--- config.mk ---
export PLATFORM = sky130hd
export DESIGN_NAME = booth_mul
export DESIGN_NICKNAME = d
export VERILOG_FILES = /design/src/rtl/booth_mul_pkg.sv /design/src/rtl/booth_triplet_recoder.sv /design/src/rtl/booth_pp_row.sv /design/src/rtl/booth_ripple_add.sv /design/src/rtl/booth_mul.sv
export SDC_FILE = /design/constraint.sdc
export NUM_CORES = 1
export LEC_CHECK = 0
export ABC_AREA = 0
export BUFFER_PORTS_ARGS = -buffer_cell sky130_fd_sc_hd__buf_2
export CAP_MARGIN = 0
export CORE_MARGIN = 1.5
export CORE_UTILIZATION = 57
export DETAILED_ROUTE_END_ITERATION = 6
export GPL_TIMING_DRIVEN = 1
export PLACE_DENSITY = 0.87
export SYNTH_ARGS = -nofsm -noshare
export SYNTH_HDL_FRONTEND = slang
export SYNTH_SLANG_ARGS = --single-unit
--- constraint.sdc ---
create_clock -name clk -period 12.6 [get_ports clk]
set_clock_uncertainty 0.2 [all_clocks]
set_input_delay 0 -clock clk [delete_from_list [all_inputs] [get_ports clk]]
set_output_delay 0 -clock clk [all_outputs]
set_load 0.1 [all_outputs]
--- src/rtl/booth_mul_pkg.sv ---
package booth_mul_pkg;

  // Controls for one radix-4 row: exactly one magnitude choice plus sign.
  typedef struct packed {
    logic zero;
    logic one;
    logic two;
    logic neg;
  } booth_sel_t;

  // Extended multiplier width: one guard bit, rounded up to an even count.
  function automatic int ext_width(input int n);
    return (n % 2 == 0) ? n + 2 : n + 1;
  endfunction

endpackage

--- src/rtl/booth_triplet_recoder.sv ---
module booth_triplet_recoder
  import booth_mul_pkg::*;
(
  input  logic [2:0]  trip,
  output booth_sel_t  sel
);

  logic hi, mid, lo;
  assign hi  = trip[2];
  assign mid = trip[1];
  assign lo  = trip[0];

  assign sel.one  = mid ^ lo;
  assign sel.two  = (hi & ~mid & ~lo) | (~hi & mid & lo);
  assign sel.zero = (hi & mid & lo) | (~hi & ~mid & ~lo);
  assign sel.neg  = hi & ~(mid & lo);

  // one magnitude choice per window; negate only on windows 100/101/110
  always_comb begin
    a_r4_one_magnitude: assert ($onehot({sel.zero, sel.one, sel.two}));
    a_r4_negate_codes: assert (sel.neg == (trip == 3'b100 || trip == 3'b101 || trip == 3'b110));
  end

endmodule

--- src/rtl/booth_pp_row.sv ---
module booth_pp_row
  import booth_mul_pkg::*;
#(
  parameter int N = 8
) (
  input  logic [N:0]   mcand_x,
  input  booth_sel_t   sel,
  output logic [N+1:0] row
);

  // One combined select/invert cell per bit position.
  for (genvar j = 0; j <= N + 1; j++) begin : g_cell
    logic cur_bit, low_bit, pick;
    if (j == 0) begin : g_lsb
      assign low_bit = 1'b0;
    end else begin : g_mid
      assign low_bit = mcand_x[j-1];
    end
    if (j <= N) begin : g_in
      assign cur_bit = mcand_x[j];
    end else begin : g_ext
      assign cur_bit = mcand_x[N];
    end
    assign pick   = (sel.one & cur_bit) | (sel.two & low_bit);
    assign row[j] = ~sel.zero & (pick ^ sel.neg);
  end

  // a zero window yields an all-zero row
  always_comb begin
    a_r5_zero_row: assert (!sel.zero || row == '0);
  end

endmodule

--- src/rtl/booth_ripple_add.sv ---
module booth_ripple_add #(
  parameter int W = 8
) (
  input  logic [W-1:0] x,
  input  logic [W-1:0] y,
  input  logic         cin,
  output logic [W-1:0] sum
);

  logic [W:0] carry;
  assign carry[0] = cin;

  for (genvar k = 0; k < W; k++) begin : g_fa
    assign sum[k]     = x[k] ^ y[k] ^ carry[k];
    assign carry[k+1] = (x[k] & y[k]) | (carry[k] & (x[k] ^ y[k]));
  end

endmodule

--- src/rtl/booth_mul.sv ---
module booth_mul
  import booth_mul_pkg::*;
#(
  parameter int N = 8
) (
  input  logic           clk,
  input  logic           rst,
  input  logic           signed_mode,
  input  logic [N-1:0]   a,
  input  logic [N-1:0]   b,
  output logic [2*N-1:0] product
);

  localparam int PW   = 2 * N;
  localparam int EB   = ext_width(N);
  localparam int ROWS = EB / 2;
  localparam int RW   = N + 2;

  logic [N:0]      mcand_x;
  logic [EB:0]     mplier_x;
  logic [PW-1:0]   acc [ROWS+1];

  assign mcand_x  = {signed_mode & a[N-1], a};
  assign mplier_x = {{(EB-N){signed_mode & b[N-1]}}, b, 1'b0};
  assign acc[0]   = '0;

  for (genvar r = 0; r < ROWS; r++) begin : g_row
    localparam int SW = PW - 2 * r;
    booth_sel_t      sel;
    logic [RW-1:0]   row;
    logic [SW-1:0]   addend;
    logic [SW-1:0]   upper;

    booth_triplet_recoder u_rec (
      .trip (mplier_x[2*r+2 -: 3]),
      .sel  (sel)
    );

    booth_pp_row #(.N(N)) u_pp (
      .mcand_x (mcand_x),
      .sel     (sel),
      .row     (row)
    );

    if (SW > RW) begin : g_sext
      assign addend = {{(SW-RW){row[RW-1]}}, row};
    end else if (SW == RW) begin : g_fit
      assign addend = row;
    end else begin : g_trunc
      assign addend = row[SW-1:0];
    end

    booth_ripple_add #(.W(SW)) u_add (
      .x   (acc[r][PW-1:2*r]),
      .y   (addend),
      .cin (sel.neg),
      .sum (upper)
    );

    if (r == 0) begin : g_first
      assign acc[r+1] = upper;
    end else begin : g_next
      assign acc[r+1] = {upper, acc[r][2*r-1:0]};
    end
  end

  always_ff @(posedge clk) begin
    if (rst) product <= '0;
    else     product <= acc[ROWS];
  end

  // unsigned product one edge after sampling
  a_r2_unsigned_product: assert property (@(posedge clk) disable iff (rst)
    ($past(!rst) && !$past(signed_mode)) |->
      product == PW'({{N{1'b0}}, $past(a)} * {{N{1'b0}}, $past(b)}));

  // two's complement product one edge after sampling
  a_r3_signed_product: assert property (@(posedge clk) disable iff (rst)
    ($past(!rst) && $past(signed_mode)) |->
      product == PW'({{N{$past(a[N-1])}}, $past(a)} * {{N{$past(b[N-1])}}, $past(b)}));

  // reset clears the output register
  logic rst_seen;
  always_ff @(posedge clk) rst_seen <= rst;
  always @(negedge clk) begin
    if (rst_seen) a_r1_reset_clear: assert (product == '0);
  end

endmodule

==> results_dict.tcl <==
set metrics [dict create \
    clock_sinks 16 \
    grt-ovfl-total 0 \
    post-route-period-util_pct 75.72 \
    gp_congestion 0.8441 \
    synth_xor_area_share_pct 10.94 \
    avgSynthCellArea_um2 8.429 \
    synth_seq_cells 16 \
    fin_ws_ps 3059 \
    avgRoutedWirePerCell_um 13.77 \
    hold_class "in -> reg" \
    worstMarginPinSlew_ps 662.1 \
    cts_tree "built" \
    slew_viol_final 0 \
    drc 0 \
    hold_viol_final 0 \
    cp_max_fo 10 \
    post_cts_buffers 0 \
    period_minus_slack_ps 9541 \
    setup_violations 0 \
    start_util_pct 58.85 \
    clock_path_buffers 2 \
    synthSimpleGateAreaFrac_pct 20.46 \
    clock.fmax_mhz 104.8 \
    slowest_delay_ps 520 \
    layout-drive-gt1-share_pct 14.33 \
    power.leakage_nw 1.322 \
    synth_top_family_by_area "adder cells" \
    yosys_warnings 0 \
    drt_iter0_drc 140 \
    port_buffers 34 \
    cap_viol_max_count 0 \
    die_area_um2 4907 \
    antenna_found_initial 0 \
    seq_area_frac_synth_pct 12.50 \
    status "completed" \
    arrival_ps 9550 \
    crit_path_start_kind "input port" \
    area_growth_pct 9.766 \
    largest_reg_flops 16 \
    dp_slack_ps 3348 \
    end_kind "flop" \
    crit_top_cell "fa_1" \
    reg_top3 "product: 16 flops" \
    routed-via-count 2168 \
    n_antenna_cell 0 \
    dp_hpwl_um 4151 \
    holdWs_ps 34.01 \
    dieHeight_um 70.05 \
    worstSetupPathType "in -> reg" \
    synthArstFlopShare_pct 0 \
    rows 24 \
    slew_headroom_pct 55.81 \
    core_um2 4354 \
    syn_nets 372 \
    clk_pin_slew_ps 70 \
    cts-htree-levels 1 \
    rsz0062_at_grt "no" \
    peakVddDrop_uv 119.8 \
    required_ps 12600 \
    synth_edf_count 0 \
    layout.nets 397 \
    grt_pass1_wl_um 9087 \
    synthMuxAreaShare_pct 0 \
    power_density_nw_per_um2 224.0 \
    synth_top_flop_cell "dfxtp_1" \
    synth-adder-area-share_pct 34.77 \
    grt_max_degree 24 \
    cts-root-buf "clkbuf_8" \
    viasPerCell 5.705 \
    ioPinCount 35 \
    synth-compound-area-share_pct 13.62 \
    slowest_stage "dlygate4sd3_1" \
    synthesis.area_um2 2562 \
    drtPass1Iterations 4 \
    die_width_um 70.05 \
    cts_buffers 3 \
    setup_tns_ps 0 \
    postRouteWirelength_um 5232 \
    yosysUniqueCellTypes 42 \
    grt_pass1_vias 2095 \
    top_register "product" \
    syn-instance-count 304 \
    antenna_left 0 \
    grtUsageTotal_pct 22.88 \
]
placed cells by master (no fill, tap or decap), types with 12 or more instances in the layout:
cell / synthesis / final
dfxtp_1: 16 / 16
a22oi_1: 21 / 21
ha_1: 12 / 12
fa_1: 37 / 37
nor2_1: 32 / 32
buf_2: 5 / 34
inv_1: 28 / 28
nand2_1: 33 / 33
nand3_1: 13 / 13
xor2_1: 21 / 21
report_power, final:
group | internal [mW] | total (mW) | switching (mW)
Clock | 0.0278 | 0.0470 | 0.0193
Combinational | 0.177 | 0.508 | 0.331
Sequential | 0.0717 | 0.0755 | 0.00385
Total | 0.276 | 0.630 | 0.354
layout make-up:
cell class	count	area (um2)
sequential	16	320.3
multi-input combinational	240	2048
tap	52	65.06
inverter	29	108.9
clock buffer	4	55.05
fill	382	1541
timing repair buffer	39	215.2
worst max-delay path, delay by kind of cell:
| family | cells | cell delay (ps) |
|---|---|---|
| AOI/OAI and AO/OA | 2 | 540 |
| buffers and inverters | 6 | 1170 |
| xor gates and xnor gates | 3 | 490 |
| adders and majority gates | 18 | 6970 |
| and+or+nand+nor | 4 | 420 |
cells by family after synthesis:
logic type / Yosys count
other cells: 1
fa+ha+maj: 49
buf+inv: 48
xor+xnor: 32
simple gates: 110
compound gates: 48
flops: 16
metal layers:
metal | track usage (%) | part of all wire (%) | vias to the layer above
li1 | - | - | 1029
met1 | 29.47 | 44 | 1070
met2 | 40.42 | 50 | 65
met3 | 2.309 | 4.9 | 4
met4 | 7.265 | 0.94 | 0
met5 | 0 | 0 | -
cells in the mapped netlist (all sizes together) (2+ instances only):
| cell type | n | area [um2] |
|---|---|---|
| a22oi | 21 | 157.7 |
| fa | 37 | 740.7 |
| nor2 | 33 | 126.4 |
| xnor2 | 11 | 96.34 |
| or2 | 2 | 12.51 |
| nor3 | 3 | 20.02 |
| a21oi | 3 | 15.01 |
| and3 | 2 | 17.52 |
| nand2 | 33 | 123.9 |
| nor2b | 11 | 68.82 |
| clkbuf | 12 | 45.04 |
| dfxtp | 16 | 320.3 |
| nand3 | 13 | 65.06 |
| xor2 | 21 | 183.9 |
| and2 | 4 | 25.02 |
| o21ai | 15 | 90.09 |
| nand2b | 3 | 18.77 |
| a21o | 2 | 15.01 |
| ha | 12 | 150.1 |
| buf | 7 | 40.03 |
| a31o | 2 | 17.52 |
| or3 | 2 | 12.51 |
| inv | 28 | 105.1 |
worst paths after layout:
kind              start           to  depth (start not counted)
hold / removal     a[3]  product[11]                          4
setup / recovery   b[0]  product[15]                         33
metrics by stage:
step	power (mW)	area [um2]	cells	utilization, %
final	0.6302	2813	380	64.60
after global routing	0.7029	2813	380	64.60
after CTS	0.6405	2813	380	64.60
after detailed placement	0.5914	2728	373	62.64
after global placement	0.5747	2728	373	62.64
after floorplan	0.5074	2562	304	-
what timing repair did:
action	CTS	global route
hold buffers	3	0
resized for setup	0	0
hold endpoints to repair	15	0
Note: power is estimated with default switching activity, not from simulation.
